===== config.mk =====
export PLATFORM = sky130hd
export DESIGN_NAME = sat_alu_unit
export DESIGN_NICKNAME = d
export VERILOG_FILES = /design/src/rtl/sat_alu_pkg.sv /design/src/rtl/sat_core.sv /design/src/rtl/sat_flag_fsm.sv /design/src/rtl/sat_alu_unit.sv
export SDC_FILE = /design/constraint.sdc
export NUM_CORES = 1
export LEC_CHECK = 0
export BUFFER_PORTS_ARGS = -buffer_cell sky130_fd_sc_hd__buf_2
export CAP_MARGIN = 20
export CORE_MARGIN = 2
export CORE_UTILIZATION = 30
export CTS_CLUSTER_SIZE = 28
export DETAILED_ROUTE_END_ITERATION = 10
export PLACE_DENSITY = 0.56
export SETUP_SLACK_MARGIN = 0.5
export SLEW_MARGIN = 20
export SYNTH_ARGS = -nofsm -noshare
export SYNTH_HDL_FRONTEND = slang
export SYNTH_SLANG_ARGS = --single-unit

===== constraint.sdc =====
create_clock -name clk -period 1.2 [get_ports clk]
set_clock_uncertainty 0.05 [all_clocks]
set_input_delay 0.24 -clock clk [delete_from_list [all_inputs] [get_ports clk]]
set_output_delay 0.24 -clock clk [all_outputs]
set_load 0.01 [all_outputs]

===== src/rtl/sat_alu_pkg.sv =====
package sat_alu_pkg;

    typedef enum logic [1:0] {
        OP_ADD     = 2'd0,
        OP_SUB     = 2'd1,
        OP_HALF    = 2'd2,
        OP_ADD_ALT = 2'd3
    } op_e;

    typedef enum logic {
        ST_CLEAN  = 1'b0,
        ST_STICKY = 1'b1
    } flag_st_e;

endpackage


===== src/rtl/sat_core.sv =====
module sat_core
    import sat_alu_pkg::*;
#(
    parameter int WIDTH = 8
) (
    input  logic [WIDTH-1:0] a,
    input  logic [WIDTH-1:0] b,
    input  logic [1:0]       op,
    input  logic             is_signed,
    output logic [WIDTH-1:0] y,
    output logic             clamp
);
    localparam int EW = WIDTH + 1;
    localparam logic [WIDTH-1:0] S_MAX = {1'b0, {(WIDTH-1){1'b1}}};
    localparam logic [WIDTH-1:0] S_MIN = {1'b1, {(WIDTH-1){1'b0}}};

    logic [EW-1:0] ext_a, ext_b, sum_x, dif_x;
    op_e           op_q;

    assign op_q  = op_e'(op);
    assign ext_a = is_signed ? {a[WIDTH-1], a} : {1'b0, a};
    assign ext_b = is_signed ? {b[WIDTH-1], b} : {1'b0, b};
    assign sum_x = ext_a + ext_b;
    assign dif_x = ext_a - ext_b;

    always_comb begin
        y     = sum_x[WIDTH-1:0];
        clamp = 1'b0;
        unique case (op_q)
            OP_ADD, OP_ADD_ALT: begin
                if (!is_signed) begin
                    if (sum_x[WIDTH]) begin
                        y     = '1;
                        clamp = 1'b1;
                    end
                end else if (sum_x[WIDTH] != sum_x[WIDTH-1]) begin
                    y     = sum_x[WIDTH] ? S_MIN : S_MAX;
                    clamp = 1'b1;
                end
            end
            OP_SUB: begin
                y = dif_x[WIDTH-1:0];
                if (!is_signed) begin
                    if (dif_x[WIDTH]) begin
                        y     = '0;
                        clamp = 1'b1;
                    end
                end else if (dif_x[WIDTH] != dif_x[WIDTH-1]) begin
                    y     = dif_x[WIDTH] ? S_MIN : S_MAX;
                    clamp = 1'b1;
                end
            end
            OP_HALF: begin
                y = sum_x[WIDTH:1];
            end
        endcase
    end

    // the average can never leave the range
    always_comb begin
        if (op_q == OP_HALF) begin
            a_r8_half_no_clamp: assert (!clamp);
        end
    end

endmodule


===== src/rtl/sat_flag_fsm.sv =====
module sat_flag_fsm
    import sat_alu_pkg::*;
(
    input  logic clk,
    input  logic rst_n,
    input  logic sat_evt,
    input  logic clr,
    output logic flag
);
    flag_st_e st_q, st_d;

    always_ff @(posedge clk or negedge rst_n) begin
        if (!rst_n) st_q <= ST_CLEAN;
        else        st_q <= st_d;
    end

    always_comb begin
        st_d = st_q;
        unique case (st_q)
            ST_CLEAN:  if (sat_evt)         st_d = ST_STICKY;
            ST_STICKY: if (clr && !sat_evt) st_d = ST_CLEAN;
        endcase
    end

    always_comb begin
        flag = (st_q == ST_STICKY);
    end

    a_r10_set: assert property (@(posedge clk) disable iff (!rst_n)
        sat_evt |=> flag);
    a_r11_clear: assert property (@(posedge clk) disable iff (!rst_n)
        (clr && !sat_evt) |=> !flag);
    a_r10_hold: assert property (@(posedge clk) disable iff (!rst_n)
        (!clr && !sat_evt) |=> $stable(flag));

endmodule


===== src/rtl/sat_alu_unit.sv =====
module sat_alu_unit
    import sat_alu_pkg::*;
#(
    parameter int WIDTH = 8
) (
    input  logic             clk,
    input  logic             rst_n,
    input  logic             in_valid,
    input  logic [1:0]       op_sel,
    input  logic             is_signed,
    input  logic [WIDTH-1:0] opnd_a,
    input  logic [WIDTH-1:0] opnd_b,
    input  logic             flag_clr,
    output logic [WIDTH-1:0] res_q,
    output logic             res_valid,
    output logic             sat_sticky
);
    logic [WIDTH-1:0] core_y;
    logic             core_clamp;
    logic             sat_evt;

    sat_core #(.WIDTH(WIDTH)) u_core (
        .a         (opnd_a),
        .b         (opnd_b),
        .op        (op_sel),
        .is_signed (is_signed),
        .y         (core_y),
        .clamp     (core_clamp)
    );

    assign sat_evt = in_valid & core_clamp;

    sat_flag_fsm u_flag (
        .clk     (clk),
        .rst_n   (rst_n),
        .sat_evt (sat_evt),
        .clr     (flag_clr),
        .flag    (sat_sticky)
    );

    always_ff @(posedge clk or negedge rst_n) begin
        if (!rst_n) begin
            res_q     <= '0;
            res_valid <= 1'b0;
        end else begin
            res_valid <= in_valid;
            if (in_valid) res_q <= core_y;
        end
    end

    a_r2_strobe: assert property (@(posedge clk) disable iff (!rst_n)
        in_valid |=> res_valid);
    a_r2_idle_hold: assert property (@(posedge clk) disable iff (!rst_n)
        !in_valid |=> (!res_valid && $stable(res_q)));
    a_r3_top_clamp: assert property (@(posedge clk) disable iff (!rst_n)
        (in_valid && op_sel == 2'd0 && !is_signed && core_clamp) |=> (res_q == '1));
    a_r4_no_growth: assert property (@(posedge clk) disable iff (!rst_n)
        (in_valid && op_sel == 2'd1 && !is_signed) |=> (res_q <= $past(opnd_a)));
    a_r5_sign_kept: assert property (@(posedge clk) disable iff (!rst_n)
        (in_valid && op_sel == 2'd0 && is_signed && opnd_a[WIDTH-1] == opnd_b[WIDTH-1])
        |=> (res_q[WIDTH-1] == $past(opnd_a[WIDTH-1])));

endmodule


==> flow_summary.ini <==
[floorplanning]
dieArea_mm2 = 0.00616
die_y_um = 78.5
start_util = 0.306
die_w_um = 78.5
fp-row-count = 27
io_pins = 33
core_mm2 = 0.00544

[final_layout]
diodes = 0
finalNetCount = 362
fill_cells = 552
syn2layout_area_growth_pct = 66.9
drive_gt1_frac = 0.533
regArea_um2 = 250
multi_input_comb_area_mm2 = 0.00140

[yosys]
synth_top_cell_area_share = 0.150
syn_area_per_cell_um2 = 8.54
ys_ff_latch = 10
yosysWarningCount = 0
synthArstFlopShare = 1.00
synth.most_common_cell = inv_1
synth_area_leaders = dfrtp_1 (15%), ha_1 (15%), inv_1 (5.0%)
synth_area_mm2 = 0.00167
synth_commonest_cells = inv_1 (22), ha_1 (20), nor2_1 (20)
synth-main-ff-cell = dfrtp_1
synth_cells = 195
synth-edff-count = 0
synth_cell_type_count = 59
ys_seq_area_frac = 0.150
syn_nets = 240
synth_top_cell_by_area = dfrtp_1

[placement]
routabilityCongestion = 0.883
place_ws_ps = -2160
port-buffer-count = 32
hpwl_mm = 3.94

[cts]
clkLatencyLatePin_ps = 230
cts_tree = built
clk_pin_slew_worst_paths_ps = 40
clk_path_buf_depth = 2
cts_inserted_buffers = 3
cts-root-buf = clkbuf_8
clock_sinks = 10
ctsHtreeMaxLevel = 1

[global_route]
grt_use_total = 0.160
grt_max_degree = 15
met2_usage = 0.282
grt_pass1_wl_mm = 8.07
antenna_found_initial = 0
grt.busiest_layer = met2
grt_util_met1 = 0.209
grt_pass1_vias = 1775
overflow = 0
grt_use_met3 = 0.0138

[power_and_ir_drop]
p_leak_nw = 1.33
p_per_area_mw_per_mm2 = 874
ir_worst_vdd_mv = 0.552

[critical_path]
start_kind = input pin
reg2reg_depth = 3
crit_chain = buf_8 -> clkinvlp_4 -> ha_4 -> nor2b_4 -> o31a_1 -> o31a_1 -> o21ai_2 -> nand2_2 -> xnor2_2 -> ha_1 -> and2_4 -> a211oi_2 -> mux2_4 -> nor2_4 -> a221oi_4 -> a2111oi_4
cp_data_arrival_time_ps = 3040
required_ps = 1280
crit_family = compound AO/OA/AOI/OAI gates
crit_path_end_kind = flop
crit_start = opnd_b[1]
slowest_delay_ps = 330
crit_buf_inv = 2
critical_path_depth = 16
crit_top_cell = o31a_1
path_max_fanout = 3
rrSetupSlack_ps = 90
r2r_end = res_q[7]$_DFFE_PN0P_
cp-endpoint = res_q[2]$_DFFE_PN0P_
crit-reg2reg-launch = res_q[7]$_DFFE_PN0P_
critical_path_class = input pin to flop
cp_slowest_cell = ha_1

[route]
drc_errors = 0
wirelength_mm = 4.65
antenna_left = 0
routed_via_density = 4.57
drt_pre_antenna_iters = 4
wl_per_cell_um = 12.0
vias = 1768
drtIter0Drc = 58

[timing]
setup_viol = 9
hold_viol = 0
drv_slew = 0
period_share = 2.47
fin_ws_ps = -1760
relSlewSlack = 0.759
period_minus_slack_ps = 2960
finalSetupTns_ps = -14390
worst_pin_slew_ps = 360
rsz0062_at_grt = yes
timing.fmax_mhz = 337

[outcome]
status = finished with violations
violations = setup timing

[job]
drv_cap = 0

[min_path]
hold_path.class = input pin to flop
[kinds of logic after synthesis]
kind of cell,count (synthesis),synth area share
AOI/OAI and AO/OA,53,0.279
adders and majority gates,22,0.174
DFF,10,0.150
muxes,1,0.00901
buffers and inverters,29,0.0841
and+or+nand+nor,66,0.225
xor gates and xnor gates,14,0.0781
[where the power goes]
part	internal [W]	switching [W]
registers	0.000413	0.0000341
logic	0.000880	0.000766
clock network	0.000218	0.000118
total	0.00151	0.000918
[cell type report]
class / instances / share of cell area
sequential: 10 / 0.0900
timing repair buffer: 124 / 0.324
clock buffer: 3 / 0.0149
tap: 72 / 0.0324
inverter: 22 / 0.0356
multi-input combinational: 156 / 0.503
[metal layers]
layer  wire length [um]  part of all wire
met5                  0                 0
met3                114             0.025
met4                 53             0.011
met2               2330              0.50
met1               2150              0.46
[stage by stage]
step                       util  std cells  power, W  cell area [um2]  hold WS (ps)
final                     0.511        387   0.00243             2780           150
after global placement    0.458        368   0.00185             2490          62.7
after detailed placement  0.458        368   0.00187             2490          62.2
after global routing      0.511        387   0.00264             2780           170
after floorplan               -        195   0.00125             1720          -106
after CTS                 0.498        383   0.00239             2710           146
[worst min path at each step]
| stage | start | to | slack [ps] | cells after the start |
|---|---|---|---|---|
| 5_1_grt | flag_clr | u_flag.flag$_DFF_PN0_ | 170 | 2 |
| 4_1_cts | flag_clr | u_flag.flag$_DFF_PN0_ | 150 | 2 |
| 2_1_floorplan | rst_n | res_q[0]$_DFFE_PN0P_ | -110 | 0 |
| 3_3_place_gp | rst_n | res_q[7]$_DFFE_PN0P_ | 60 | 1 |
| 6_report | flag_clr | u_flag.flag$_DFF_PN0_ | 150 | 2 |
| 3_5_place_dp | rst_n | res_q[7]$_DFFE_PN0P_ | 60 | 1 |
[timing repair]
item                                   in CTS  in global routing
hold buffers                                1                  0
endpoints found under the hold margin      10                  0
setup buffers                              11                  4
pin swaps                                  13                  7
setup endpoints to repair                  20                 19
gates resized for setup                    21                  9
[registers in the layout (all words and copies together) (netlist names)]
register / count
res_q: 8
u_flag.flag: 1
res_valid: 1
[placed cells by master (no fill, tap or decap), drive strengths merged, types with 5 or more instances in the layout]
cell type / n
buf: 123
nor2: 21
inv: 21
ha: 20
nand2: 13
dfrtp: 10
a21oi: 10
xnor2: 9
nor2b: 7
a211oi: 7
o21ai: 6
nor3: 6
xor2: 5
a2111oi: 5
(Power assumes the default switching activity.)
